$ cat src/rtl/sio_burst_pkg.sv
// Package: shared state type and the bit-order helper used by the
// serial burst master. Assumes byte-organised storage (8 lanes).
package sio_burst_pkg;

    typedef enum logic [1:0] {
        ST_IDLE = 2'd0,
        ST_LOW  = 2'd1,
        ST_HIGH = 2'd2,
        ST_HOLD = 2'd3
    } sio_state_e;

    // Map the position of a bit inside its byte to a physical lane.
    function automatic logic [2:0] lane_of(input logic [2:0] seq, input logic msb);
        return msb ? (3'd7 - seq) : seq;
    endfunction

endpackage

$ cat src/rtl/sio_halfcnt.sv
// Module: down-counter that times one serial clock phase.
// A load sets the count; 'expired' is high while the count is zero.
// Assumes the controller reloads it at the start of every phase.
module sio_halfcnt #(
    parameter int W = 7
) (
    input  logic         clk,
    input  logic         rst_n,
    input  logic         load,
    input  logic [W-1:0] load_val,
    output logic         expired
);

    logic [W-1:0] cnt;

    // Count down to zero, restarting on load.
    always_ff @(posedge clk) begin
        if (!rst_n)
            cnt <= '0;
        else if (load)
            cnt <= load_val;
        else if (cnt != '0)
            cnt <= cnt - 1'b1;
    end

    assign expired = (cnt == '0);

    assert_phase_countdown_R3: assert property (@(posedge clk) disable iff (!rst_n)
        (!load && cnt != '0) |=> (cnt == $past(cnt) - 1'b1));

    assert_phase_reload_R3: assert property (@(posedge clk) disable iff (!rst_n)
        load |=> (cnt == $past(load_val)));

endmodule

$ cat src/rtl/sio_bitbuf.sv
// Module: byte-wide storage for the burst master. It has a byte write port,
// a byte read port, a single-bit read for transmit and a single-bit write
// for received data. Assumes the controller never issues both writes in one cycle.
module sio_bitbuf #(
    parameter int BYTES = 32,
    localparam int AW = $clog2(BYTES),
    localparam int BW = AW + 3
) (
    input  logic          clk,
    input  logic          rst_n,
    input  logic          wr_en,
    input  logic [AW-1:0] wr_addr,
    input  logic [7:0]    wr_data,
    input  logic          bit_we,
    input  logic [BW-1:0] bit_addr,
    input  logic          bit_val,
    input  logic [AW-1:0] rd_addr,
    output logic [7:0]    rd_data,
    input  logic [BW-1:0] tx_addr,
    output logic          tx_bit
);

    logic [7:0] mem [BYTES];

    // Apply a byte write or a single received bit.
    always_ff @(posedge clk) begin
        for (int b = 0; b < BYTES; b++) begin
            if (!rst_n)
                mem[b] <= 8'h00;
            else if (wr_en && wr_addr == AW'(b))
                mem[b] <= wr_data;
            else if (bit_we && bit_addr[BW-1:3] == AW'(b))
                mem[b][bit_addr[2:0]] <= bit_val;
        end
    end

    assign rd_data = mem[rd_addr];
    assign tx_bit  = mem[tx_addr[BW-1:3]][tx_addr[2:0]];

    assert_no_dual_write_R9: assert property (@(posedge clk) disable iff (!rst_n)
        !(wr_en && bit_we));

endmodule

$ cat src/rtl/sio_burst_master.sv
// Module: synchronous serial master that moves 1..256 bits per start.
// The clock idles high; each bit is a low phase followed by a high phase.
// sdo changes as the clock falls, and sdi is captured as it rises into the
// buffer bit just transmitted. A pause halts at a byte boundary, clock high.
// Assumes go, pause_req and resume are single-cycle pulses synchronous to clk.
module sio_burst_master
    import sio_burst_pkg::*;
#(
    parameter int BUF_BYTES = 32,
    parameter int DIV_W     = 7,
    localparam int AW = $clog2(BUF_BYTES),
    localparam int CW = AW + 3
) (
    input  logic             clk,
    input  logic             rst_n,
    input  logic             go,
    input  logic             msb_first,
    input  logic [DIV_W-1:0] half_div,
    input  logic [CW-1:0]    bit_count_m1,
    input  logic             pause_req,
    input  logic             resume,
    input  logic             wr_en,
    input  logic [AW-1:0]    wr_addr,
    input  logic [7:0]       wr_data,
    input  logic [AW-1:0]    rd_addr,
    output logic [7:0]       rd_data,
    output logic             sclk,
    output logic             sdo,
    input  logic             sdi,
    output logic             busy,
    output logic             done
);

    sio_state_e       st;
    logic [CW-1:0]    idx, last_q;
    logic [DIV_W-1:0] div_q;
    logic             msb_q, pause_pend;
    logic             sclk_q, sdo_q, busy_q, done_q;

    logic             ph_load, ph_exp;
    logic [DIV_W-1:0] ph_val;
    logic [CW-1:0]    idx_nxt, cur_addr, nxt_addr, start_addr, tx_addr;
    logic             tx_bit, at_last, hold_now, bit_we, buf_wr;

    // Derived bit addresses for the current, next and first bit.
    always_comb begin
        idx_nxt    = idx + 1'b1;
        cur_addr   = {idx[CW-1:3], lane_of(idx[2:0], msb_q)};
        nxt_addr   = {idx_nxt[CW-1:3], lane_of(idx_nxt[2:0], msb_q)};
        start_addr = {{(CW-3){1'b0}}, lane_of(3'd0, msb_first)};
    end

    // Choose which buffer bit feeds sdo at the next falling edge.
    always_comb begin
        case (st)
            ST_IDLE: tx_addr = start_addr;
            ST_HOLD: tx_addr = cur_addr;
            default: tx_addr = nxt_addr;
        endcase
    end

    // Decide end-of-run, byte-boundary halt and phase-timer reload.
    always_comb begin
        at_last  = (idx == last_q);
        hold_now = (idx[2:0] == 3'd7) && (pause_pend || pause_req);
        ph_load  = (st == ST_IDLE && go)
                || (st == ST_LOW && ph_exp)
                || (st == ST_HIGH && ph_exp && !at_last && !hold_now)
                || (st == ST_HOLD && resume);
        ph_val   = (st == ST_IDLE) ? half_div : div_q;
        bit_we   = (st == ST_LOW) && ph_exp;
        buf_wr   = wr_en && !busy_q;
    end

    sio_halfcnt #(.W(DIV_W)) u_phase (
        .clk      (clk),
        .rst_n    (rst_n),
        .load     (ph_load),
        .load_val (ph_val),
        .expired  (ph_exp)
    );

    sio_bitbuf #(.BYTES(BUF_BYTES)) u_buf (
        .clk      (clk),
        .rst_n    (rst_n),
        .wr_en    (buf_wr),
        .wr_addr  (wr_addr),
        .wr_data  (wr_data),
        .bit_we   (bit_we),
        .bit_addr (cur_addr),
        .bit_val  (sdi),
        .rd_addr  (rd_addr),
        .rd_data  (rd_data),
        .tx_addr  (tx_addr),
        .tx_bit   (tx_bit)
    );

    // Transfer sequencer: phases, bit index, pause and completion.
    always_ff @(posedge clk) begin
        if (!rst_n) begin
            st         <= ST_IDLE;
            idx        <= '0;
            last_q     <= '0;
            div_q      <= '0;
            msb_q      <= 1'b0;
            pause_pend <= 1'b0;
            sclk_q     <= 1'b1;
            sdo_q      <= 1'b1;
            busy_q     <= 1'b0;
            done_q     <= 1'b0;
        end else begin
            done_q <= 1'b0;
            if (busy_q && pause_req)
                pause_pend <= 1'b1;
            case (st)
                ST_IDLE: begin
                    pause_pend <= 1'b0;
                    if (go) begin
                        last_q <= bit_count_m1;
                        div_q  <= half_div;
                        msb_q  <= msb_first;
                        idx    <= '0;
                        sclk_q <= 1'b0;
                        sdo_q  <= tx_bit;
                        busy_q <= 1'b1;
                        st     <= ST_LOW;
                    end
                end
                ST_LOW: begin
                    if (ph_exp) begin
                        sclk_q <= 1'b1;
                        st     <= ST_HIGH;
                    end
                end
                ST_HIGH: begin
                    if (ph_exp) begin
                        if (at_last) begin
                            busy_q     <= 1'b0;
                            done_q     <= 1'b1;
                            pause_pend <= 1'b0;
                            st         <= ST_IDLE;
                        end else begin
                            idx <= idx_nxt;
                            if (hold_now) begin
                                pause_pend <= 1'b0;
                                st         <= ST_HOLD;
                            end else begin
                                sclk_q <= 1'b0;
                                sdo_q  <= tx_bit;
                                st     <= ST_LOW;
                            end
                        end
                    end
                end
                ST_HOLD: begin
                    if (resume) begin
                        sclk_q <= 1'b0;
                        sdo_q  <= tx_bit;
                        st     <= ST_LOW;
                    end
                end
                default: st <= ST_IDLE;
            endcase
        end
    end

    assign sclk = sclk_q;
    assign sdo  = sdo_q;
    assign busy = busy_q;
    assign done = done_q;

    assert_sdo_on_fall_R5: assert property (@(posedge clk) disable iff (!rst_n)
        !$fell(sclk_q) |-> $stable(sdo_q));

    assert_low_means_busy_R2: assert property (@(posedge clk) disable iff (!rst_n)
        !sclk_q |-> busy_q);

    assert_index_in_range_R2: assert property (@(posedge clk) disable iff (!rst_n)
        busy_q |-> (idx <= last_q));

    assert_done_single_R7: assert property (@(posedge clk) disable iff (!rst_n)
        done_q |=> !done_q);

    assert_done_not_busy_R7: assert property (@(posedge clk) disable iff (!rst_n)
        done_q |-> (!busy_q && $past(busy_q)));

    assert_hold_clock_high_R8: assert property (@(posedge clk) disable iff (!rst_n)
        (st == ST_HOLD) |-> (sclk_q && busy_q && idx[2:0] == 3'd0));

    assert_restart_blocked_R10: assert property (@(posedge clk) disable iff (!rst_n)
        (busy_q && !done_q && $past(busy_q)) |-> $stable(last_q));

endmodule

$ cat config.mk
export PLATFORM = sky130hd
export DESIGN_NAME = sio_burst_master
export DESIGN_NICKNAME = d
export VERILOG_FILES = /design/src/rtl/sio_burst_pkg.sv /design/src/rtl/sio_halfcnt.sv /design/src/rtl/sio_bitbuf.sv /design/src/rtl/sio_burst_master.sv
export SDC_FILE = /design/constraint.sdc
export NUM_CORES = 1
export LEC_CHECK = 0
export BUFFER_PORTS_ARGS = -buffer_cell sky130_fd_sc_hd__buf_2
export CORE_MARGIN = 4
export CORE_UTILIZATION = 50
export CTS_CLUSTER_SIZE = 28
export DETAILED_ROUTE_END_ITERATION = 8
export PLACE_DENSITY = 0.66
export SLEW_MARGIN = 30
export SYNTH_ARGS = -nofsm -noshare
export SYNTH_HDL_FRONTEND = slang
export SYNTH_HIERARCHICAL = 1
export SYNTH_SLANG_ARGS = --single-unit
$ cat constraint.sdc
create_clock -name clk -period 10.1 [get_ports clk]
set_input_delay 0 -clock clk [delete_from_list [all_inputs] [get_ports clk]]
set_output_delay 0 -clock clk [all_outputs]
set_load 0.03 [all_outputs]
==> impl_metrics.json <==
{
  "status": "finished, final reports clean",
  "worst-setup-path-type": "reg -> reg",
  "ir_drop_mv": 0.102,
  "busiest_layer": "met2",
  "async_flop_share": 0,
  "h-tree-depth": 2,
  "end_kind": "flip-flop",
  "cpMostUsedCell": "nand2_1",
  "viasPerCell": 7.10,
  "overflow": 0,
  "die_h_um": 204,
  "area_growth_pct": 8.48,
  "cap_violations": 0,
  "arrival_ps": 5260,
  "grt_pass1_vias": 16200,
  "syn_area_um2": 19300,
  "drtAntennaViolNets": 0,
  "syn-num-nets": 2024,
  "setup_violations": 0,
  "final_cell_mix": "521 x o21ai_0, 336 x nand2_1, 256 x edfxtp_1",
  "synthFlopType": "edfxtp_1",
  "final_common_cell": "o21ai_0",
  "antenna_found_initial": 1,
  "grt_pass1_wl_mm": 108,
  "drc_errors": 0,
  "timing.fmax_mhz": 208,
  "cp_max_fo": 57,
  "min-delay-start": "resume",
  "reg2reg_from": "st[1]$_SDFFE_PN0P_",
  "fin_skew_ps": 22.2,
  "slew_viol_final": 0,
  "critPathRequiredTime_ps": 10560,
  "core_um2": 37800,
  "crit_chain": "inv_1 -> ha_1 -> clkinv_1 -> nand2_1 -> nand2_1 -> nand2_1 -> o31ai_4 -> buf_4 -> or3b_1 -> o22ai_1 -> nor2_1 -> a32o_1 -> o31ai_1 -> o31a_1 -> o211ai_1 -> o211ai_1",
  "cts_setup_buffers": 0,
  "via_count": 17300,
  "worst_pin_slew_ps": 1160,
  "ios": 53,
  "holdPathStages": 6,
  "die_w_um": 204,
  "rows": 71,
  "r2r_setup_slack_ps": 5300,
  "synth_seq_area_share": 0.438,
  "syn_area_per_cell_um2": 9.77,
  "globalRouteTotalUtil": 0.347,
  "syn-instance-count": 1974,
  "critical_path.max_stage_delay_ps": 720,
  "hpwl_mm": 48.6,
  "rsz0062_at_grt": "false",
  "wl_per_cell_um": 30.3,
  "n_antenna_cell": 0,
  "start_util": 0.510,
  "leakage_uw": 0.00656,
  "fin_crit_ps": 4800,
  "finalHoldViolations": 0,
  "dr.first_iter.drc_count": 3164,
  "cp-endpoint": "sdo$_SDFFE_PN1P_",
  "met1_usage": 0.493,
  "path_delay_family": "compound AO/OA/AOI/OAI gates",
  "nets": 1949,
  "yosysWarnings": 6,
  "hold_path_class": "in -> reg",
  "rr_endpoint": "sdo$_SDFFE_PN1P_",
  "fin_crit_sh": 0.475,
  "relSlewSlack": 0.230,
  "die_area_um2": 41800,
  "root_buffer": "clkbuf_16",
  "cts_buffers": 35,
  "cts.sinks": 294,
  "crit_buf_inv": 3,
  "grt_max_degree": 65,
  "reg2reg_depth": 16,
  "critical_path.slowest_cell": "or3b_1",
  "drt_wl_total_mm": 73.9,
  "setup-tns-final_ps": 0,
  "cts_buffer_depth": 3,
  "critPathLaunch": "st[1]$_SDFFE_PN0P_",
  "synth_edf_count": 256,
  "startpoint_type": "flip-flop",
  "drive_gt1_frac": 0.147,
  "path_clk_slew_ps": 60,
  "finalPower_uw": 3560,
  "grtUsageMet2": 0.506,
  "synth-seq-cells": 294,
  "use_met3": 0.0981,
  "p_per_area_nw_per_um2": 170,
  "portBuffers": 52,
  "worstSetupPathDepth": 16,
  "ys_types": 72,
  "clk_latency_ps": 530,
  "place_congestion": 1.03,
  "firstDrtPassIters": 6,
  "cts_tree": "built"
}
[synthesized netlist by cell type (10+ instances only)]
cell type	instances	area, µm²
buf_4	10	75.1
nand2b_1	14	87.6
buf_2	23	115
nor3_1	18	90.1
buf_1	15	56.3
a221oi_1	11	96.3
mux4_2	107	2410
o211ai_1	15	113
and2_1	16	100
a21oi_1	25	125
mux2_2	15	169
mux2i_1	75	751
and3_1	15	93.8
edfxtp_1	256	7690
nand3_1	40	200
nand4_1	10	62.6
clkbuf_1	150	563
xnor2_1	12	105
o21ai_0	522	2610
o22ai_1	27	169
dfxtp_1	38	761
nor2_1	54	203
inv_1	13	48.8
a21boi_1	12	90.1
nand2_1	340	1280
nor2b_1	16	100
[layer usage]
layer	routed length [µm]	vias up
met2	31500	1455
met5	21	-
met3	11500	223
met1	27600	8396
li1	-	7216
met4	3260	2
[tightest hold or removal path, delay by kind of cell]
family                 cells  cell delay (ps)
buffers and inverters      1              110
AO/OA/AOI/OAI              2              170
AND/OR/NAND/NOR            3              280
[how the worst min path moves through the flow]
stage	to
after global routing	sdo$_SDFFE_PN1P_
after detailed placement	last_q[0]$_SDFFE_PN0P_
after CTS	sdo$_SDFFE_PN1P_
after global placement	last_q[7]$_SDFFE_PN0P_
final	sdo$_SDFFE_PN1P_
after floorplan	sdo$_SDFFE_PN1P_
[metrics by stage]
| step | hold slack (ps) | setup WS [ps] | instances | utilization | cell area (µm²) |
|---|---|---|---|---|---|
| final | 82.5 | 5300 | 2435 | 0.553 | 20900 |
| after global routing | 106 | 5210 | 2435 | 0.553 | 20900 |
| after CTS | 66.7 | 5460 | 2430 | 0.552 | 20900 |
| after detailed placement | 258 | 5480 | 2349 | 0.515 | 19500 |
| after global placement | 245 | 5650 | 2349 | 0.515 | 19500 |
| after floorplan | 88.9 | 6800 | 1974 | - | 19300 |
[timing repair]
item | in CTS | in global routing
endpoints found under the hold margin | 27 | 0
resized for setup | 0 | 0
hold buffers | 19 | 0
[kinds of logic (layout without fill, tap and decap cells)]
kind of cell,after synthesis,in the layout,synth area share
AO/OA/AOI/OAI,672,672,0.190
XOR/XNOR,17,17,0.00772
adder cells (fa/ha/maj),9,9,0.00584
buffers and inverters,225,175,0.0519
flip-flops,294,294,0.438
multiplexers,202,202,0.179
AND/OR/NAND/NOR,555,555,0.128
[layout make-up]
class                   count  area (µm²)
clock buffers              46        1010
clock inverters            16         203
fillers                  3342       16900
inverters                  14        52.6
multi-input cells        1455        9920
flip-flops and latches    294        8450
well taps                 511         639
repair buffers             99         656
[registers in the layout (all words and copies together), names as in the netlist]
name         count
msb_q            1
last_q           8
div_q            7
done             1
pause_pend       1
st               2
u_buf/mem      256
busy             1
u_phase/cnt      7
idx              8
sclk             1
sdo              1
[where the power goes]
part	internal [µW]	total (µW)	switching, µW	leakage [µW]
clock network	833	1350	522	0.000595
registers	1390	1460	65.9	0.00296
logic	248	748	500	0.00300
total	2470	3560	1090	0.00656
Note: power is estimated with default switching activity, not from simulation.
